### config.mk
export PLATFORM = sky130hd
export DESIGN_NAME = pit_timer
export DESIGN_NICKNAME = d
export VERILOG_FILES = /design/src/rtl/pit_pkg.sv /design/src/rtl/pit_chan.sv /design/src/rtl/pit_regs.sv /design/src/rtl/pit_timer.sv
export SDC_FILE = /design/constraint.sdc
export NUM_CORES = 1
export LEC_CHECK = 0
export CORE_ASPECT_RATIO = 0.75
export CORE_MARGIN = 5
export CORE_UTILIZATION = 60
export CTS_CLUSTER_DIAMETER = 100
export DETAILED_ROUTE_END_ITERATION = 10
export PLACE_DENSITY = 0.81
export SLEW_MARGIN = 20
export SYNTH_ARGS = -nofsm -noshare
export SYNTH_HDL_FRONTEND = slang
export SYNTH_SLANG_ARGS = --single-unit
### constraint.sdc
create_clock -name clk -period 2.5 [get_ports clk]
set_input_delay 0.25 -clock clk [delete_from_list [all_inputs] [get_ports clk]]
set_output_delay 0.25 -clock clk [all_outputs]
set_load 0.1 [all_outputs]
### src/rtl/pit_pkg.sv
package pit_pkg;

    localparam int DEF_NCH = 4;
    localparam int DEF_CW  = 16;

    // fixed control word addresses; per-channel blocks follow
    localparam int A_EN    = 0;
    localparam int A_IE    = 1;
    localparam int A_FLG   = 2;
    localparam int A_FRC   = 3;
    localparam int LD_BASE = 4;

    typedef enum logic [2:0] {
        K_NONE,
        K_EN,
        K_IE,
        K_FLG,
        K_FRC,
        K_LD,
        K_CNT
    } reg_kind_e;

    typedef struct packed {
        logic wr;
        logic rd;
    } bus_op_t;

    function automatic int cnt_base(input int nch);
        return LD_BASE + nch;
    endfunction

    function automatic int addr_width(input int nch);
        return $clog2(LD_BASE + 2 * nch);
    endfunction

    function automatic reg_kind_e kind_of(input int a, input int nch);
        if (a == A_EN)                               return K_EN;
        if (a == A_IE)                               return K_IE;
        if (a == A_FLG)                              return K_FLG;
        if (a == A_FRC)                              return K_FRC;
        if (a >= LD_BASE && a < cnt_base(nch))       return K_LD;
        if (a >= cnt_base(nch) && a < cnt_base(nch) + nch) return K_CNT;
        return K_NONE;
    endfunction

endpackage

### src/rtl/pit_chan.sv
module pit_chan #(
    parameter int CW = 16
) (
    input  logic          clk,
    input  logic          rst,
    input  logic          tick,
    input  logic          en,
    input  logic          frc,
    input  logic          clr,
    input  logic [CW-1:0] ld,
    output logic [CW-1:0] cnt_q,
    output logic          flag_q
);

    logic step;
    logic expire;

    always_comb begin
        step   = en && tick && !frc;
        expire = step && (cnt_q == '0);
    end

    always_ff @(posedge clk) begin
        if (rst) begin
            cnt_q  <= '0;
            flag_q <= 1'b0;
        end else begin
            if (frc)
                cnt_q <= ld;
            else if (expire)
                cnt_q <= ld;
            else if (step)
                cnt_q <= cnt_q - CW'(1);
            // new time-out beats a same-cycle clear
            flag_q <= expire || (flag_q && !clr);
        end
    end

endmodule

### src/rtl/pit_regs.sv
module pit_regs
    import pit_pkg::*;
#(
    parameter int NCH = DEF_NCH,
    parameter int CW  = DEF_CW,
    parameter int AW  = addr_width(NCH)
) (
    input  logic                   clk,
    input  logic                   rst,
    input  logic                   bus_wr,
    input  logic                   bus_rd,
    input  logic [AW-1:0]          bus_addr,
    input  logic [CW-1:0]          bus_wdata,
    input  logic [NCH-1:0][CW-1:0] cnt_vec,
    input  logic [NCH-1:0]         flag_vec,
    output logic [NCH-1:0]         en_q,
    output logic [NCH-1:0]         ie_q,
    output logic [NCH-1:0][CW-1:0] ld_vec,
    output logic [NCH-1:0]         frc_vec,
    output logic [NCH-1:0]         clr_vec,
    output logic [CW-1:0]          rdata_q,
    output logic                   rvalid_q
);

    localparam int CB = cnt_base(NCH);

    reg_kind_e kind;
    bus_op_t   op;
    logic [CW-1:0] rmux;

    always_comb begin
        kind  = kind_of(int'(bus_addr), NCH);
        op.wr = bus_wr;
        op.rd = bus_rd;
    end

    // strobes live for the write cycle only
    always_comb begin
        frc_vec = (op.wr && kind == K_FRC) ? bus_wdata[NCH-1:0] : '0;
        clr_vec = (op.wr && kind == K_FLG) ? bus_wdata[NCH-1:0] : '0;
    end

    always_ff @(posedge clk) begin
        if (rst) begin
            en_q <= '0;
            ie_q <= '0;
        end else if (op.wr) begin
            if (kind == K_EN) en_q <= bus_wdata[NCH-1:0];
            if (kind == K_IE) ie_q <= bus_wdata[NCH-1:0];
        end
    end

    for (genvar c = 0; c < NCH; c++) begin : g_ld
        always_ff @(posedge clk) begin
            if (rst)
                ld_vec[c] <= '0;
            else if (op.wr && bus_addr == AW'(LD_BASE + c))
                ld_vec[c] <= bus_wdata;
        end
    end

    always_comb begin
        rmux = '0;
        case (kind)
            K_EN:  rmux = CW'(en_q);
            K_IE:  rmux = CW'(ie_q);
            K_FLG: rmux = CW'(flag_vec);
            K_LD: begin
                for (int c = 0; c < NCH; c++)
                    if (bus_addr == AW'(LD_BASE + c)) rmux = ld_vec[c];
            end
            K_CNT: begin
                for (int c = 0; c < NCH; c++)
                    if (bus_addr == AW'(CB + c)) rmux = cnt_vec[c];
            end
            default: rmux = '0;
        endcase
    end

    always_ff @(posedge clk) begin
        if (rst) begin
            rdata_q  <= '0;
            rvalid_q <= 1'b0;
        end else begin
            rvalid_q <= op.rd;
            if (op.rd) rdata_q <= rmux;
        end
    end

endmodule

### src/rtl/pit_timer.sv
module pit_timer
    import pit_pkg::*;
#(
    parameter int NCH = DEF_NCH,
    parameter int CW  = DEF_CW,
    parameter int AW  = addr_width(NCH)
) (
    input  logic           clk,
    input  logic           rst,
    input  logic           tick,
    input  logic           bus_wr,
    input  logic           bus_rd,
    input  logic [AW-1:0]  bus_addr,
    input  logic [CW-1:0]  bus_wdata,
    output logic [CW-1:0]  bus_rdata,
    output logic           bus_rvalid,
    output logic [NCH-1:0] irq
);

    logic [NCH-1:0]         en_q;
    logic [NCH-1:0]         ie_q;
    logic [NCH-1:0]         frc_vec;
    logic [NCH-1:0]         clr_vec;
    logic [NCH-1:0]         flag_vec;
    logic [NCH-1:0][CW-1:0] ld_vec;
    logic [NCH-1:0][CW-1:0] cnt_vec;

    pit_regs #(.NCH(NCH), .CW(CW), .AW(AW)) u_regs (
        .clk      (clk),
        .rst      (rst),
        .bus_wr   (bus_wr),
        .bus_rd   (bus_rd),
        .bus_addr (bus_addr),
        .bus_wdata(bus_wdata),
        .cnt_vec  (cnt_vec),
        .flag_vec (flag_vec),
        .en_q     (en_q),
        .ie_q     (ie_q),
        .ld_vec   (ld_vec),
        .frc_vec  (frc_vec),
        .clr_vec  (clr_vec),
        .rdata_q  (bus_rdata),
        .rvalid_q (bus_rvalid)
    );

    for (genvar c = 0; c < NCH; c++) begin : g_ch
        pit_chan #(.CW(CW)) u_ch (
            .clk   (clk),
            .rst   (rst),
            .tick  (tick),
            .en    (en_q[c]),
            .frc   (frc_vec[c]),
            .clr   (clr_vec[c]),
            .ld    (ld_vec[c]),
            .cnt_q (cnt_vec[c]),
            .flag_q(flag_vec[c])
        );
    end

    assign irq = flag_vec & ie_q;

endmodule

# Word-level counts from Yosys, hierarchy flattened
# Index checks and enable logic that the tools add are counted.
# word_totals
regBits	157
latchBits	0
mem_bits_rw	0
mem_bits_ro	0
mem_count	0
# classes
n_addsub	4
n_mul	0
div	0
n_lt_le_gt_ge	4
n_eq_ne	17
shift	0
mux	57
bitwise_logic	1
n_reduce_logical	47
# ops
operator	n
2-to-1 mux 16 bit	20
case mux 16 bit (5 select lines)	1
logical NOT 16 bit	4
subtractor 16 x 1 -> 16 bit, second input constant	4
2-to-1 mux 3 bit	13
== test 4 x 3 -> 1 bit, second input constant	6
logical AND 1 bit	24
2-to-1 mux 1 bit	21
== test 4 bit, second input constant	4
nonzero test 3 bit	4
== test 3 bit, second input constant	3
logical NOT 1 bit	8
less-than comparator 4 bit, second input constant	2
2-to-1 mux 4 bit	2
== test 3 x 2 -> 1 bit, second input constant	2
bitwise AND 4 bit	1
== test 4 x 2 -> 1 bit, second input constant	1
>= comparator 4 x 3 -> 1 bit, second input constant	1
>= comparator 4 bit, second input constant	1
logical NOT 4 bit	1
logical OR 1 bit	4
AND reduction 2 bit	2
== test 3 x 1 -> 1 bit, second input constant	1

# Depth between registers and ports, before layout
# Gate-level depths: netlist (run 1).
# depth
word_depth	31
depth_mapped	10
mapped_depth_nobuf	7

# Modules after synthesis
# Synthesis (run 1) repeated with hierarchy kept, for this count alone.
# hier_totals
cells_unflattened	1068
area_unflattened_um2	8934.8
# modules_own_cells
module	n_inst	cells_each	area_each_um2
pit_chan	4	144	1126.1
pit_regs	1	488	4405.5
pit_timer	1	4	25.0

# Worst setup path before layout (run 1)
# OpenSTA, ideal clock, no wires.
# synth_timing
path_type	input -> register
start	input port bus_addr[2]
end	register g_ch[1].u_ch.cnt_q[11]
t_arrival_ps	2063
setup_slack_ps	301
stages	10
cell_sequence	inv_1 > ha_1 > buf_2 > nor2_1 > a2111oi_0 > buf_2 > a22oi_2 > clkbuf_1 > mux2i_1 > o22ai_1
# synth_via
elab_chain_len	22
# synth_lines
element	line_no	rtl
from (decl)	pit_timer.sv:13	input logic [AW-1:0] bus_addr,
>= comparator 4 bit or less-than comparator 4 bit (tied branches)	pit_pkg.sv:42	if (a >= cnt_base(nch) && a < cnt_base(nch) + nch) return K_CNT;
logical AND 1 bit	pit_pkg.sv:42	
2-to-1 mux 1 bit (2 in a row)	pit_pkg.sv:42	
2-to-1 mux 1 bit	pit_pkg.sv:41	if (a >= LD_BASE && a < cnt_base(nch)) return K_LD;
2-to-1 mux 1 bit	pit_pkg.sv:40	if (a == A_FRC) return K_FRC;
2-to-1 mux 1 bit	pit_pkg.sv:39	if (a == A_FLG) return K_FLG;
2-to-1 mux 1 bit	pit_pkg.sv:38	if (a == A_IE) return K_IE;
2-to-1 mux 3 bit	pit_pkg.sv:43	return K_NONE;
[... 5 more ...]	-	
== test 3 bit *	pit_regs.sv:39	frc_vec = (op.wr && kind == K_FRC) ? bus_wdata[NCH-1:0] : '0;
logical AND 1 bit *	pit_regs.sv:39	
2-to-1 mux 4 bit *	pit_regs.sv:39	
logical NOT 1 bit	pit_chan.sv:19	step = en && tick && !frc;
logical AND 1 bit	pit_chan.sv:19	
logical AND 1 bit	pit_chan.sv:20	expire = step && (cnt_q == '0);
2-to-1 mux 16 bit	pit_chan.sv:30	else if (expire)
2-to-1 mux 16 bit	pit_chan.sv:28	if (frc)
to (signal assigned)	pit_chan.sv:29	cnt_q <= ld;
to (signal assigned)	pit_chan.sv:31	cnt_q <= ld;
to (signal assigned)	pit_chan.sv:33	cnt_q <= cnt_q - CW'(1);
to (decl)	pit_chan.sv:11	output logic [CW-1:0] cnt_q,
# Mark *: on every way between the ends. The rest lies on a longest branch, timed or not. The select of a mux whose other input is x is not followed.
# A chain may end at the register's enable or synchronous reset.

# Worst setup path after layout (run 1)
# layout_timing
start	register g_ch[3].u_ch.cnt_q[9]
end	register g_ch[3].u_ch.cnt_q[9]
# layout_via
elab_chain_len	4
# layout_lines
element	line_no
from (decl)	pit_chan.sv:11
from (signal assigned)	pit_chan.sv:29
from (signal assigned)	pit_chan.sv:31
from (signal assigned)	pit_chan.sv:33
subtractor 16 x 1 -> 16 bit or logical NOT 16 bit (tied branches)	pit_chan.sv:33, pit_chan.sv:20
2-to-1 mux 16 bit or logical AND 1 bit (tied branches)	pit_chan.sv:32, pit_chan.sv:20
2-to-1 mux 16 bit	pit_chan.sv:30
2-to-1 mux 16 bit	pit_chan.sv:28
# Several ways; a longest one is shown, not always the timed one. The select of a mux whose other input is x is not followed.

==> results.sh, run 1 <==
export IMPL_cp_data_required_time_ps=2880
export IMPL_die_h_um=113
export IMPL_worst_hold_path_num_cells=2
export IMPL_cts_sinks=157
export IMPL_drive_gt1_share_pct=14.5
export IMPL_p_per_area_mw_per_mm2=604
export IMPL_ir_worst_vdd_mv=0.605
export IMPL_syn_avg_cell_area_sq_um=7.97
export IMPL_syn_area_sq_mm=0.00848
export IMPL_fin_cells=1316
export IMPL_crit_slowest_cell="or4_1"
export IMPL_slew_headroom_pct=46.8
export IMPL_finalCritPeriodShare_pct=95.2
export IMPL_synth_area_leader_cell="dfxtp_1"
export IMPL_min_from="rst"
export IMPL_grt_max_degree=73
export IMPL_rsz0062_at_grt="no"
export IMPL_numCtsBuffers=17
export IMPL_via_count=9172
export IMPL_io_pins=46
export IMPL_viasPerCell=6.97
export IMPL_grt_pass1_vias=8430
export IMPL_r2r_start="g_ch[3].u_ch.cnt_q[9]$_SDFFE_PP0P_"
export IMPL_ys_warn_count=0
export IMPL_report_final_slew_viol_count=0
export IMPL_use_met2_pct=50.5
export IMPL_cts_buffer_depth=2
export IMPL_tns_ps=0
export IMPL_max_stage_delay_ps=630
export IMPL_gp_congestion=1.01
export IMPL_worst_pin_slew_ps=797
export IMPL_root_buffer="clkbuf_16"
export IMPL_crit_path_cell_trace="or4_1 -> nor4_4 -> buf_4 -> a21oi_1 -> o311ai_0 -> o211a_1"
export IMPL_met1_usage_pct=49.7
export IMPL_postLayoutCellArea_sq_mm=0.0100
export IMPL_p_leak_uw=0.00377
export IMPL_finClkSkew_ps=11.6
export IMPL_critPathLaunch="g_ch[3].u_ch.cnt_q[9]$_SDFFE_PP0P_"
export IMPL_finalSetupViolations=0
export IMPL_ys_ff_latch=157
export IMPL_grt_pass1_wl_mm=46.8
export IMPL_postCtsSetupRepairBufs=0
export IMPL_start_util_pct=61.5
export IMPL_fmax_mhz=420
export IMPL_synthCells=1064
export IMPL_cp_start_kind="flop"
export IMPL_dp_hpwl_mm=21.2
export IMPL_ant_nets=0
export IMPL_clock_latency_ps=430
export IMPL_wl_per_cell_um=22.6
export IMPL_whs_ps=89.5
export IMPL_r2r_slack_ps=120
export IMPL_drt_initial_drc_count=1423
export IMPL_finalHoldViolations=0
export IMPL_worst_r2r_path_depth=6
export IMPL_crit_fanout=7
export IMPL_synth_edf_count=0
export IMPL_clk_pin_slew_worst_paths_ps=60
export IMPL_synth_most_common_cell="nand2_1"
export IMPL_fin_nets=1168
export IMPL_critPathTopFamily="simple AND/OR/NAND/NOR gates"
export IMPL_firstDrtPassIters=6
export IMPL_min_period_ps=2380
export IMPL_synth_flop_cell="dfxtp_1"
export IMPL_synth_common_cells="180 x nand2_1, 157 x dfxtp_1, 89 x a21oi_1, 63 x clkbuf_1, 59 x nor2_1"
export IMPL_diodes=0
export IMPL_grt_use_met3_pct=11.2
export IMPL_synthTopCellsByArea="dfxtp_1 37%, nand2_1 8.0%, a21oi_1 5.3%"
export IMPL_cts_tree="yes"
export IMPL_max_cap_viol_count=0
export IMPL_dieArea_sq_mm=0.0166
export IMPL_ctsHoldBuffers=0
export IMPL_synth_cell_type_count=73
export IMPL_path_class="reg2reg"
export IMPL_hp_class="in2reg"
export IMPL_syn2layout_area_growth_pct=18.5
export IMPL_drc=0
export IMPL_syn_nets=1102
export IMPL_critPathBufInv=1
export IMPL_cts_resized=0
export IMPL_die_w_um=147
export IMPL_top_usage_layer="met2"
export IMPL_status="completed"
export IMPL_yosysSeqAreaShare_pct=37.1
export IMPL_grt_usage_pct=35.6
export IMPL_h_tree_depth=4
export IMPL_placement_cell_area_sq_mm=0.00948
export IMPL_fp_coreArea_sq_mm=0.0138
export IMPL_port_buffers=45
export IMPL_worst_ep_arrival_time_ps=2760
export IMPL_end_kind="flop"
export IMPL_yosysTopAreaCellShare_pct=37.1
export IMPL_wl_mm=29.8
export IMPL_final_core_util_pct=72.8
export IMPL_grt_ovfl_total=0
export IMPL_dp_cells=1286
export IMPL_regToRegEndpoint="g_ch[3].u_ch.cnt_q[9]$_SDFFE_PP0P_"
export IMPL_min_to="g_ch[3].u_ch.flag_q$_SDFF_PP0_"
export IMPL_async_reset_ff_share_pct=0
export IMPL_antenna_found_initial=0
export IMPL_rows=37
-- worst max-delay path by stage --
stage / to / cells after the start
6_report: g_ch[3].u_ch.cnt_q[9]$_SDFFE_PP0P_ / 6
3_5_place_dp: g_ch[0].u_ch.cnt_q[11]$_SDFFE_PP0P_ / 11
3_3_place_gp: g_ch[2].u_ch.cnt_q[1]$_SDFFE_PP0P_ / 9
4_1_cts: g_ch[3].u_ch.cnt_q[9]$_SDFFE_PP0P_ / 6
2_1_floorplan: g_ch[1].u_ch.cnt_q[11]$_SDFFE_PP0P_ / 10
5_1_grt: g_ch[3].u_ch.cnt_q[5]$_SDFFE_PP0P_ / 5
-- flip-flops by register name, summed over array words and instances, names as in the netlist --
register,count
g_ch.u_ch.cnt_q,64
u_regs.ld_vec,64
u_regs.rdata_q,16
g_ch.u_ch.flag_q,4
u_regs.en_q,4
u_regs.ie_q,4
u_regs.rvalid_q,1
-- kinds of logic (layout without fill, tap and decap cells) --
family / after synthesis / count (layout) / share of synthesized area (%)
muxes: 29 / 29 / 4.03
adders and majority gates: 13 / 13 / 1.92
xor gates and xnor gates: 6 / 6 / 0.620
DFF: 157 / 157 / 37.1
AOI/OAI and AO/OA: 329 / 329 / 27.1
buffers and inverters: 104 / 181 / 4.88
and+or+nand+nor: 426 / 426 / 24.4
-- power by group --
group          internal [uW]  switching [uW]  leakage, uW
logic                    319             534      0.00223
registers               2560            84.9      0.00127
clock network           1510            1060     0.000275
total                   4390            1680      0.00377
-- stage by stage --
stage          power, uW  worst slack (ps)
4_1_cts             6040               178
2_1_floorplan       3170               301
5_1_grt             6270              69.0
3_3_place_gp        3500             -74.8
3_5_place_dp        3510              -144
6_report            6070               119
-- routing by layer --
metal / vias to the layer above / routed length (um)
li1: 4088 / -
met1: 4224 / 12100
met2: 735 / 12000
met3: 125 / 4220
met4: 0 / 1460
met5: - / 0
-- area by class of cell --
| type | count | area (sq um) |
|---|---|---|
| fillers | 1075 | 3750 |
| well taps | 175 | 219 |
| repair buffers | 125 | 1080 |
| multi-input cells | 803 | 4940 |
| flip-flops and latches | 157 | 3140 |
| inverters | 26 | 97.6 |
| clock buffers | 20 | 457 |
| clock inverters | 10 | 115 |
-- cell usage in the layout (no fill, tap or decap), types with 5 or more instances in the layout --
master	n
and2_1	12
clkdlybuf4s50_1	22
or3_1	16
dfxtp_1	157
nor3_1	27
o311ai_0	9
o221a_2	6
buf_4	95
o31ai_1	8
nand3_1	31
nor4_1	14
mux2i_1	24
clkbuf_16	17
o221ai_1	28
o211ai_1	9
a22o_1	17
or4_1	11
nand3b_1	5
a31oi_1	12
nor2_1	59
a311oi_1	5
inv_1	26
o22ai_1	25
a211oi_1	41
nand2_1	180
ha_1	13
a22oi_1	9
buf_12	7
o21ai_0	32
a21oi_1	89
nand4_1	10
nor2b_1	26
Power figures use the tool's default switching activity.
==> run 2, diff against run 1 <==
--- a/config.mk
+++ b/config.mk
@@ -11,7 +11,6 @@
 export CTS_CLUSTER_DIAMETER = 100
 export DETAILED_ROUTE_END_ITERATION = 10
 export PLACE_DENSITY = 0.81
-export SLEW_MARGIN = 20
 export SYNTH_ARGS = -nofsm -noshare
 export SYNTH_HDL_FRONTEND = slang
 export SYNTH_SLANG_ARGS = --single-unit
==> results of run 2 <==
Same layout as run 1: the final DEF is identical, and so are final timing and power.
